**src/rtl/spi_cs_pkg.sv**
```systemverilog
package spi_cs_pkg;
  typedef enum logic [1:0] {
    ST_IDLE = 2'd0,
    ST_GAP  = 2'd1,
    ST_XFER = 2'd2,
    ST_BT   = 2'd3
  } seq_state_t;
endpackage

```
**src/rtl/spi_cs_nss_sync.sv**
```systemverilog
module spi_cs_nss_sync #(
  parameter int STAGES = 2
) (
  input  logic clk,
  input  logic rst,
  input  logic d,
  output logic q
);
  logic [STAGES-1:0] sr;

  always_ff @(posedge clk) begin
    if (rst) sr <= '1;
    else     sr <= {sr[STAGES-2:0], d};
  end

  assign q = sr[STAGES-1];
endmodule

```
**src/rtl/spi_cs_fault.sv**
```systemverilog
module spi_cs_fault (
  input  logic clk,
  input  logic rst,
  input  logic en_set,
  input  logic stat_rd,
  input  logic det_off,
  input  logic nss_s,
  output logic enabled,
  output logic fault_flag,
  output logic fault_hit
);
  // Synchronised NSS low while enabled and detection is on
  assign fault_hit = enabled && !det_off && !nss_s;

  always_ff @(posedge clk) begin
    if (rst) begin
      enabled    <= 1'b0;
      fault_flag <= 1'b0;
    end else begin
      if (fault_hit)   enabled <= 1'b0;
      else if (en_set) enabled <= 1'b1;

      if (fault_hit)    fault_flag <= 1'b1;
      else if (stat_rd) fault_flag <= 1'b0;
    end
  end
endmodule

```
**src/rtl/spi_cs_decode.sv**
```systemverilog
module spi_cs_decode #(
  parameter int NCS = 4
) (
  input  logic [NCS-1:0] code,
  input  logic           act,
  output logic [NCS-1:0] cs_n
);
  for (genvar i = 0; i < NCS; i++) begin : g_line
    assign cs_n[i] = !(act && (code == (NCS'(1) << i)));
  end
endmodule

```
**src/rtl/spi_cs_sequencer.sv**
```systemverilog
module spi_cs_sequencer #(
  parameter int DW       = 16,
  parameter int NCS      = 4,
  parameter int DLY_W    = 8,
  parameter int XFER_LEN = 8
) (
  input  logic             clk,
  input  logic             rst,
  input  logic             wr_en,
  input  logic [DW-1:0]    wr_data,
  input  logic [NCS-1:0]   wr_pcs,
  input  logic             en_set,
  input  logic             cfg_keep,
  input  logic             cfg_fault_off,
  input  logic [DLY_W-1:0] cfg_dly_bt,
  input  logic [DLY_W-1:0] cfg_dly_cs,
  input  logic             stat_rd,
  input  logic             nss_in,
  output logic [NCS-1:0]   cs_n,
  output logic             shift_busy,
  output logic [DW-1:0]    shift_word,
  output logic             tx_empty,
  output logic             fault_flag,
  output logic             enabled
);
  import spi_cs_pkg::*;

  localparam int LEN_W = $clog2(XFER_LEN + 1);
  localparam int CNT_W = (DLY_W > LEN_W) ? DLY_W : LEN_W;

  seq_state_t       state;
  logic [CNT_W-1:0] cnt;
  logic             hold_valid;
  logic [NCS-1:0]   hold_pcs;
  logic [DW-1:0]    hold_data;
  logic [NCS-1:0]   cur_pcs;
  logic             cs_on;
  logic             nss_s;
  logic             fault_hit;

  spi_cs_nss_sync #(.STAGES(2)) u_sync (
    .clk(clk), .rst(rst), .d(nss_in), .q(nss_s)
  );

  spi_cs_fault u_fault (
    .clk(clk), .rst(rst), .en_set(en_set), .stat_rd(stat_rd),
    .det_off(cfg_fault_off), .nss_s(nss_s),
    .enabled(enabled), .fault_flag(fault_flag), .fault_hit(fault_hit)
  );

  spi_cs_decode #(.NCS(NCS)) u_dec (
    .code(cur_pcs), .act(cs_on), .cs_n(cs_n)
  );

  always_ff @(posedge clk) begin
    if (rst) begin
      state      <= ST_IDLE;
      cnt        <= '0;
      hold_valid <= 1'b0;
      hold_pcs   <= '0;
      hold_data  <= '0;
      cur_pcs    <= '0;
      cs_on      <= 1'b0;
      shift_word <= '0;
    end else if (fault_hit || !enabled) begin
      state      <= ST_IDLE;
      cnt        <= '0;
      hold_valid <= 1'b0;
      cs_on      <= 1'b0;
    end else begin
      if (wr_en && !hold_valid) begin
        hold_valid <= 1'b1;
        hold_pcs   <= wr_pcs;
        hold_data  <= wr_data;
      end
      unique case (state)
        ST_IDLE: begin
          if (hold_valid) begin
            if (cs_on && cur_pcs == hold_pcs) begin
              hold_valid <= 1'b0;
              shift_word <= hold_data;
              cnt        <= CNT_W'(XFER_LEN - 1);
              state      <= ST_XFER;
            end else begin
              cs_on <= 1'b0;
              cnt   <= CNT_W'(cfg_dly_cs);
              state <= ST_GAP;
            end
          end else if (cs_on && !cfg_keep) begin
            cs_on <= 1'b0;
          end
        end
        ST_GAP: begin
          if (cnt == '0) begin
            cs_on      <= 1'b1;
            cur_pcs    <= hold_pcs;
            hold_valid <= 1'b0;
            shift_word <= hold_data;
            cnt        <= CNT_W'(XFER_LEN - 1);
            state      <= ST_XFER;
          end else begin
            cnt <= cnt - 1'b1;
          end
        end
        ST_XFER: begin
          if (cnt == '0) begin
            cnt   <= CNT_W'(cfg_dly_bt);
            state <= ST_BT;
          end else begin
            cnt <= cnt - 1'b1;
          end
        end
        ST_BT: begin
          if (cnt == '0) state <= ST_IDLE;
          else           cnt   <= cnt - 1'b1;
        end
        default: state <= ST_IDLE;
      endcase
    end
  end

  assign shift_busy = (state == ST_XFER);
  assign tx_empty   = !hold_valid;
endmodule

```
**config.mk**
```make
export PLATFORM = sky130hd
export DESIGN_NAME = spi_cs_sequencer
export DESIGN_NICKNAME = d
export VERILOG_FILES = /design/src/rtl/spi_cs_pkg.sv /design/src/rtl/spi_cs_nss_sync.sv /design/src/rtl/spi_cs_fault.sv /design/src/rtl/spi_cs_decode.sv /design/src/rtl/spi_cs_sequencer.sv
export SDC_FILE = /design/constraint.sdc
export NUM_CORES = 1
export LEC_CHECK = 0
export BUFFER_PORTS_ARGS = -buffer_cell sky130_fd_sc_hd__buf_4
export CELL_PAD_IN_SITES_DETAIL_PLACEMENT = 1
export CELL_PAD_IN_SITES_GLOBAL_PLACEMENT = 1
export CORE_MARGIN = 2
export CORE_UTILIZATION = 42
export DETAILED_ROUTE_END_ITERATION = 6
export PLACE_DENSITY = 0.84
export SLEW_MARGIN = 20
export SYNTH_ARGS = -nofsm -noshare
export SYNTH_HDL_FRONTEND = slang
export SYNTH_SLANG_ARGS = --single-unit
```
**constraint.sdc**
```tcl
create_clock -name clk -period 4.7 [get_ports clk]
set_clock_uncertainty 0.1 [all_clocks]
set_input_delay 0.94 -clock clk [delete_from_list [all_inputs] [get_ports clk]]
set_output_delay 0.94 -clock clk [all_outputs]
set_load 0.03 [all_outputs]
```
==> impl_results.md, run 1 <==
- Status: finished, final reports clean
- RSZ-0062 raised after global routing: false
- Post-layout util: roughly 53%
- Die width: 84.6 um
- All-Layer GR Usage: between 10% and 20%
- Dominant cell type by area after synthesis: dfxtp_1
- TritonCTS Sinks: 56
- Critical path type: reg2reg
- Final setup vio count: 0
- Crit-path max FO: 16
- Core ar.: approximately 6300 sq um
- Nets: around 430
- Largest net degree at the start of global routing: 63
- Peak Freq: 348 MHz
- Routability cong.: between 0.9 and 1
- Routed vias: approximately 2,400
- Leakage: 0.00127 uW
- Postcts setup bufs: 0
- Top FF cell, synth: dfxtp_1
- IO Port Bufs: between 60 and 70
- Post-synthesis sequential area ratio: between 40% and 50%
- Synthesized flop and latch total: 56
- Htree depth: 2
- Tcrit/Tclk final: 61.2%
- Worst setup EP type: flip-flop
- Die Area: 7150 sq um
- Vias per cell: about 5.3
- Initial Util: about 43%
- Area of the multi-input gates: around 1500 sq um
- Mapped Nets: approximately 370
- Maximum VDD drop: about 0.13 mV
- Share of cells above drive strength 1: 22.0%
- DR iter-0 viols: a little over 100
- Crit path DAT: 3.02 ns
- FILL cells: between 700 and 800
- First-pass GRT wire length: 11,300 um
- Clk_lat worst skew: 0.31 ns
- Crit path launch type: flip-flop
- Ports: just under 70
- Reg clk slew, reported paths: about 0.1 ns
- Top cells by count, synth: dfxtp_1 (56), nand2_1 (54), a21oi_1 (34), nand2b_1 (33), mux2i_1 (21)
- Post-synth ARST share: 0%
- Met2 GRT Util: 32.5%
- Most common cell in the netlist: dfxtp_1
- Tmin final: 2.88 ns
- Synth top area share: between 40% and 50%
- Ant diodes: 0
- Post-cts repair resize count: 0
- Initial antenna violation count: 0
- Post-synthesis area per instance: 8.38 sq um
- Fin Hold WS: 0.331 ns
- Max Cap Violations: 0
- Drt drc: 0
- WL final: 7010 um
- Avg WL per Cell: between 15 and 20 um
- Power Dens Cells: between 200 and 300 nW/um^2
- Reg area: between 1000 and 1500 sq um
- Final count of hold timing violations: 0
- Hold_buf cts: 0
- Longest Clk Path Bufs: 2
- Setup TNS Final: 0 ns
- Hpwl dp: 4990 um
- Mapped cell area: about 2700 sq um
- GRT met3 Usage: around 4.6%
- Min-Delay Path Class: reg2reg
- Measured slew at the worst slew-check pin: 1.08 ns
- Vias in the first global route: 2,386
- CTS tree: done
- WP data required: ~4.8 ns
- Row cnt: 29
- Global-route met1 utilization: between 20% and 30%
- Count of different cell masters after synthesis: between 40 and 50
- Main area contributors after synthesis: dfxtp_1 (41%), mux2i_1 (7.7%), nand2b_1 (7.6%), nand2_1 (7.4%), a21oi_1 (6.2%)
- GR peak layer: met2
- Routed Antenna Nets: 0
- Die H: roughly 85 um
- P&R area growth vs syn: 22.4%
- Synth Warn #: 0
- Slew Limit Fails: 0
- Root buf cell: clkbuf_8
- Count of flip-flops with a built-in enable after synthesis: 0
- Drt pass-1 iters: 4
- Num CTS Buffers: 5
- Slew headroom: between 20% and 30%
- Total grt overflow: 0
- Mapped Cells: approximately 330
layout by cell type (no fill, tap or decap), types with 3 or more instances in the layout:
master    instances
nand4_1           3
a21oi_1          34
mux2i_1          21
o21ai_0          13
inv_1             7
or2_2             3
clkbuf_8          5
buf_4            68
nand4b_1          4
xnor2_1           5
nor3_1            5
ha_1              5
dfxtp_1          56
nand2_1          54
o31ai_1           4
nand2b_1         33
nor2_1           16
a31oi_1           6
worst max-delay path, stage by stage (launching register included):
cell	delay, ns
dfxtp_1	0.36
inv_1	0.07
ha_1	0.20
or4b_1	0.57
nand2b_4	0.27
a211oi_4	0.95
mux2i_1	0.28
final timing paths:
| path | depth (start not counted) | to | startpoint | slack [ns] |
|---|---|---|---|---|
| worst min register to register | 1 | u_sync.sr[1] | u_sync.sr[0] | 0.33 |
| worst max register to register | 6 | shift_word[11] | cnt[0] | 1.82 |
| worst min-delay path | 1 | u_sync.sr[1] | u_sync.sr[0] | 0.33 |
| worst max-delay path | 6 | shift_word[11] | cnt[0] | 1.82 |
cell type report:
| class | count | share of cell area [%] |
|---|---|---|
| clock buffer | 6 | 2.18 |
| tap | 77 | 2.89 |
| timing repair buffer | 68 | 15.3 |
| multi-input combinational | 241 | 44.7 |
| inverter | 8 | 0.900 |
| sequential | 56 | 33.6 |
| clock inverter | 2 | 0.413 |
power by group:
part	total (uW)	switching [uW]	internal, uW
registers	492	7.63	484
clock network	264	158	107
logic	94.6	48.9	45.7
sequential cells by signal, summed over array words and instances (netlist names):
name,count
hold_data,16
u_fault.fault_flag,1
cur_pcs,4
u_fault.enabled,1
hold_valid,1
shift_word,16
cnt,8
hold_pcs,4
cs_on,1
state,2
u_sync.sr,2
stage by stage:
| stage | area (sq um) | setup WS, ns | std cells | total power, uW |
|---|---|---|---|---|
| 2_1_floorplan | 2730 | 2.33 | 325 | 554 |
| 3_3_place_gp | 3250 | 1.93 | 450 | 594 |
| 5_1_grt | 3340 | 1.64 | 458 | 891 |
| 3_5_place_dp | 3250 | 1.81 | 450 | 597 |
| 6_report | 3340 | 1.82 | 458 | 851 |
| 4_1_cts | 3340 | 1.80 | 458 | 859 |
routing by layer:
metal | vias up | share of wire (%)
met5 | - | 0
met4 | 0 | 1.1
met3 | 8 | 4.7
met2 | 52 | 48
met1 | 1158 | 46
li1 | 1229 | -
cells by family after synthesis:
family | synth area share (%)
AOI/OAI and AO/OA | 15.8
xor gates and xnor gates | 1.93
adders and majority gates | 2.30
buffers and inverters | 4.32
DFF | 41.1
muxes | 7.71
and+or+nand+nor | 26.8
(Power assumes the default switching activity.)
==> run 2, diff against run 1 <==
- CORE_UTILIZATION: 42 -> 35
- PLACE_DENSITY: 0.84 -> 0.74
- clock period: 4.7 -> 2.5 ns (I/O delays scaled with it)
==> run 2 against run 1 <==
Cell area increased by 4.2%. Via count increased by 1.8%. Largest power group unchanged. Worst setup slack got worse by 1.7 ns. First-iteration DRC count increased by 2.0%. Largest cell class unchanged. Wire length increased by 5.8%. Clock power increased by 86%. Critical path type unchanged. Critical endpoint is now cnt[0]. Die area increased by 19%. Combinational power increased by 100%.
==> impl_results.md, run 2 (synthesized netlist as in run 1, its figures left out) <==
- Status: finished, final reports clean
- DR iter-0 viols: slightly above 100
- Routability cong.: about 0.94
- Initial Util: a little over a third
- Crit path DAT: between 2 and 2.5 ns
- Final count of hold timing violations: 0
- Initial antenna violation count: 0
- Max Cap Violations: 0
- Avg WL per Cell: ~15 um
- Crit-path max FO: 5
- Slowest cell delay on critical path: about 0.54 ns
- CTS tree: done
- WP data required: around 2.6 ns
- Share of cells above drive strength 1: between 20 and 25%
- Slowest stage cell on the critical path: or4b_1
- Largest net degree at the start of global routing: slightly above 60
- TritonCTS Sinks: between 50 and 60
- Core ar.: between 7000 and 8000 sq um
- Final Cell Area: 3480 sq um
- Routed Antenna Nets: 0
- Root buf cell: clkbuf_8
- WL final: around 7400 um
- Drt pass-1 iters: 4
- Finished Layout Cells: 494
- Nets: 440
- Leakage: approximately 0.0013 uW
- Crit path launch type: flip-flop
- Setup TNS Final: 0 ns
- RSZ-0062 raised after global routing: false
- Worst setup EP type: flip-flop
- Total grt overflow: 0
- Post-placement cell count: 486
- WP buf/inv: 2
- Clk_lat worst skew: ~0.30 ns
- Final setup vio count: 0
- Routed vias: between 2,000 and 2,500
- Fin Hold WS: 0.276 ns
- Hold_buf cts: 0
- P&R area growth vs syn: 27.6%
- First-pass GRT wire length: around 12,000 um
- Slew Limit Fails: 0
- Die H: 92.2 um
- Ant diodes: 0
- Htree depth: 2
- IO Port Bufs: 67
- Placement Cell Area: 3380 sq um
- CP top delay family: simple AND/OR/NAND/NOR gates
- Reg clk slew, reported paths: approximately 0.10 ns
- Biggest regs: hold_data (16), shift_word (16), cnt (8)
- Tcrit/Tclk final: between 90% and 100%
- All-Layer GR Usage: between 10% and 20%
- Hpwl dp: roughly 5300 um
- CP cell instances: inv_1 -> ha_1 -> or4b_1 -> o31ai_1 -> buf_4 -> o221ai_1 -> mux2i_1 -> nor3_1
- Drt drc: 0
- Measured slew at the worst slew-check pin: 0.519 ns
- Die Area: roughly 8500 sq um
- Maximum VDD drop: 0.200 mV
- Ports: 68
- Min-Delay Path Class: in2reg
- Vias per cell: about 5
- Die width: 92.2 um
- Tmin final: approximately 2.4 ns
- Num CTS Buffers: 5
- Peak Freq: between 400 and 500 MHz
- Vias in the first global route: around 2,500
- Power Dens Cells: 462 nW/um^2
- Critical path type: reg2reg
- Slew headroom: approximately two thirds
- Commonest cells after routing, fill and taps aside: buf_4 (78), dfxtp_1 (56), nand2_1 (54)
- Row cnt: 32
- Longest Clk Path Bufs: 2
- Most common cell after layout, fill and taps aside: buf_4
## run 2: changes by cell type in the layout (fill, tap and decap cells not counted), sizes merged
cell | before | now
buf | 68 | 79
## run 2: final timing paths
check          startpoint            to  slack, ns  cells after the start
max                cnt[0]        cnt[0]       0.14                      8
min                nss_in  u_sync.sr[0]       0.28                      2
max reg2reg        cnt[0]        cnt[0]       0.14                      8
min reg2reg  u_sync.sr[0]  u_sync.sr[1]       0.32                      1
## run 2: area by class of cell
| cell class | count | area, sq um |
|---|---|---|
| Sequential cell | 56 | 1120 |
| Timing Repair Buffer | 79 | 606 |
| Tap cell | 102 | 128 |
| Inverter | 8 | 30.0 |
| Multi-Input combinational cell | 241 | 1510 |
| Clock buffer | 6 | 72.6 |
| Fill cell | 930 | 4170 |
| Clock inverter | 2 | 13.8 |
## run 2: through the flow
step	setup WS [ns]	util (%)	total power (uW)
6_report	0.143	45.5	1610
4_1_cts	0.0336	45.3	1630
3_5_place_dp	0.0578	44.1	1130
5_1_grt	0.0251	45.5	1690
2_1_floorplan	0.226	-	1040
3_3_place_gp	0.207	44.1	1130
## run 2: repair_timing
action,4_1_cts,5_1_grt
endpoints found under the setup margin,0,2
buffers inserted,0,0
endpoints found under the hold margin,0,0
gates resized for setup,0,3
## run 2: per-layer routing
| metal | part of all wire, % | vias up | track usage, % |
|---|---|---|---|
| met4 | 1.2 | 0 | 5.22 |
| met3 | 5.3 | 10 | 4.52 |
| met1 | 46 | 1178 | 22.0 |
| met5 | 0 | - | 0 |
| met2 | 48 | 57 | 29.4 |
| li1 | - | 1247 | - |
## run 2: worst reg2reg max path: cells and delay by family, from the launching register on
family	cells	cell delay, ns
adders and majority gates	1	0.20
buffers and inverters	2	0.27
muxes	1	0.15
DFF	1	0.36
and+or+nand+nor	2	0.61
AOI/OAI and AO/OA	2	0.55
## run 2: power by group
part	total, uW	internal, uW	leakage [uW]	switching [uW]
combinational	190	93.9	0.000832	96.3
clock	491	201	0.0000456	290
sequential	925	910	0.000454	14.6
total	1610	1200	0.00133	401
==> run 3, diff against run 2 <==
- BUFFER_PORTS_ARGS: -buffer_cell sky130_fd_sc_hd__buf_4 -> -buffer_cell sky130_fd_sc_hd__buf_2
- SYNTH_HIERARCHICAL: not set -> 1
==> run 3 against run 2 <==
Power increased by 6.0%. Cell area is 1.2% lower. Sequential share of layout area up 0.39 points. Wire length rose by 0.32%. Non-clock buffer count increased by 9. First-iteration DRC count down 6.8%. Largest cell class unchanged. Highest routed layer unchanged.
==> impl_results.md, run 3 <==
- Power Dens Cells: between 400 and 500 nW/um^2
- Hpwl dp: 5520 um
- GR peak layer: met2
- Final worst slack: 0.243 ns
- CTS tree: done
- All-Layer GR Usage: between 10% and 20%
- IO Port Bufs: 67
- Avg WL per Cell: approximately 15 um
- Drt drc: 0
- Reg clk slew, reported paths: around 0.12 ns
- Synth Warn #: 6
- DR iter-0 viols: between 90 and 100
- Measured slew at the worst slew-check pin: ~0.64 ns
- Synth top area share: 40.2%
- Biggest regs: hold_data (16), shift_word (16), cnt (8)
- First-pass GRT wire length: between 10,000 and 15,000 um
- Slew Limit Fails: 0
- Final Cell Area: around 3400 sq um
- Routed vias: approximately 2,500
- Maximum VDD drop: between 0.3 and 0.4 mV
- Min-Delay Path Class: in2reg
- Longest Clk Path Bufs: 2
- Crit path DAT: 2.41 ns
- Ports: 68
- Hold_buf cts: 0
- Final count of hold timing violations: 0
- Vias in the first global route: between 2,000 and 3,000
- Initial antenna violation count: 0
- Top FF cell, synth: dfxtp_1
- Main area contributors after synthesis: dfxtp_1 (40%), nand2b_1 (7.4%), mux2i_1 (7.2%), nand2_1 (6.9%), a21oi_1 (4.8%)
- Most common cell after layout, fill and taps aside: buf_2
- Tmin final: 2.26 ns
- TritonCTS Sinks: 56
- P&R area growth vs syn: 23.1%
- Post-Place Setup Slack: -0.165 ns
- Most common cell in the netlist: dfxtp_1
- Htree depth: 2
- Slowest cell delay on critical path: 0.52 ns
- Vias per cell: 5.01
- Dominant cell type by area after synthesis: dfxtp_1
- Status: finished, final reports clean
- Clk_lat worst skew: roughly 0.31 ns
- XOR/XNOR Fraction of Synth Area: approximately 1.6%
- Root buf cell: clkbuf_8
- Num CTS Buffers: 5
- Max Cap Violations: 0
- Critical path type: reg2reg
- Slowest stage cell on the critical path: nor4_1
- Die H: 93.3 um
- Routability cong.: 0.904
- Mux contribution to synthesized area: 7.58%
- Core ar.: a little under 8000 sq um
- Commonest cells after routing, fill and taps aside: buf_2 (67), dfxtp_1 (56), nand2_1 (51)
- GRT met3 Usage: 2.74%
- Mapped Cells: between 300 and 400
- Global-route met1 utilization: ~23%
- Placement Cell Area: approximately 3300 sq um
- Synthesized-area fraction occupied by adder cells: approximately 2.2%
- Post-Synth Simple-Gate Area: around a quarter
- Largest family of logic cells by synthesized area: simple AND/OR/NAND/NOR gates
- Post-synthesis sequential area ratio: about two fifths
- Post-synthesis area per instance: 8.56 sq um
- Crit path launch type: flip-flop
- Share of cells above drive strength 1: 27.5%
- Worst setup EP type: flip-flop
- Ant diodes: 0
- Mapped Nets: ~380
- Met2 GRT Util: 30.5%
- RSZ-0062 raised after global routing: false
- Nets: around 450
- Reg area: between 1000 and 1500 sq um
- Tcrit/Tclk final: between 90 and 100%
- Total grt overflow: 0
- Count of flip-flops with a built-in enable after synthesis: 0
- Synth Area in Compound Gates: about a fifth
- Leakage: around 0.0014 uW
- Initial Util: a little over a third
- Peak Freq: 443 MHz
- Die width: a little over 90 um
- FILL cells: ~950
- Area of the multi-input gates: 1540 sq um
- Final setup vio count: 0
- Post-layout util: approximately 44%
- Die Area: 8710 sq um
- Top cells by count, synth: dfxtp_1 (56), nand2_1 (51), nand2b_1 (33), a21oi_1 (27), mux2i_1 (20)
- Largest net degree at the start of global routing: approximately 60
- Hold Path Stages: 2
- Drt pass-1 iters: 4
- Mapped cell area: between 2000 and 3000 sq um
- Slew headroom: a little under three fifths
- Count of different cell masters after synthesis: 54
- Worst r2r path cells: 6
- Row cnt: 32
- Routed Antenna Nets: 0
- WP data required: about 2.7 ns
- Synthesized flop and latch total: 56
- Fin Hold WS: ~0.27 ns
- CP cell instances: buf_4 -> nor4_1 -> nand2_1 -> a2111oi_0 -> a21oi_1 -> a31oi_1
- Crit-path max FO: 8
- WL final: around 7400 um
- Post-synth ARST share: 0%
[run 3: kinds of logic (layout without fill, tap and decap cells)]
logic type | count (synthesis) | in the layout
adders and majority gates | 5 | 5
and+or+nand+nor | 130 | 130
xor gates and xnor gates | 5 | 5
DFF | 56 | 56
buffers and inverters | 31 | 109
muxes | 21 | 21
AOI/OAI and AO/OA | 78 | 78
[run 3: layout make-up]
| type | count | share of cell area (%) |
|---|---|---|
| Multi-Input combinational cell | 239 | 44.7 |
| Tap cell | 102 | 3.71 |
| Timing Repair Buffer | 88 | 14.7 |
| Sequential cell | 56 | 32.6 |
| Clock buffer | 5 | 2.00 |
| Inverter | 13 | 1.42 |
| Clock inverter | 3 | 0.838 |
[run 3: through the flow]
| stage | TNS [ns] | power (uW) | instances |
|---|---|---|---|
| 2_1_floorplan | 0 | 1080 | 326 |
| 3_3_place_gp | -0.330 | 1170 | 496 |
| 3_5_place_dp | -1.83 | 1180 | 496 |
| 4_1_cts | 0 | 1720 | 506 |
| 5_1_grt | 0 | 1790 | 506 |
| 6_report | 0 | 1700 | 506 |
[run 3: critical path: cells and delay by family, from the launching register on]
family,cells,cell delay (ns)
AO/OA/AOI/OAI,3,0.75
AND/OR/NAND/NOR,2,0.87
buffers and inverters,1,0.15
flip-flops,1,0.33
[run 3: power by group]
part / total, uW / internal (uW) / leakage [uW] / switching [uW]
Clock: 544 / 213 / 0.0000511 / 332
Sequential: 926 / 913 / 0.000454 / 13.3
Combinational: 231 / 102 / 0.000932 / 129
[run 3: final timing paths]
kind,endpoint,startpoint,slack (ns)
max,cnt[3],cnt[7],0.24
min,u_sync/sr[0],nss_in,0.27
max reg2reg,cnt[3],cnt[7],0.24
min reg2reg,u_sync/sr[1],u_sync/sr[0],0.32
[run 3: routing by layer]
layer / part of all wire, % / wire length, um / up-vias
met1: 47 / 3470 / 1209
met2: 49 / 3650 / 41
li1: - / - / 1280
met4: 0.71 / 53 / 0
met3: 3.5 / 259 / 4
met5: 0 / 0 / -
[run 3: repair_timing]
action,in CTS,in global routing
pin swaps,1,0
endpoints found under the setup margin,16,8
setup buffers,2,0
gates resized for setup,0,1
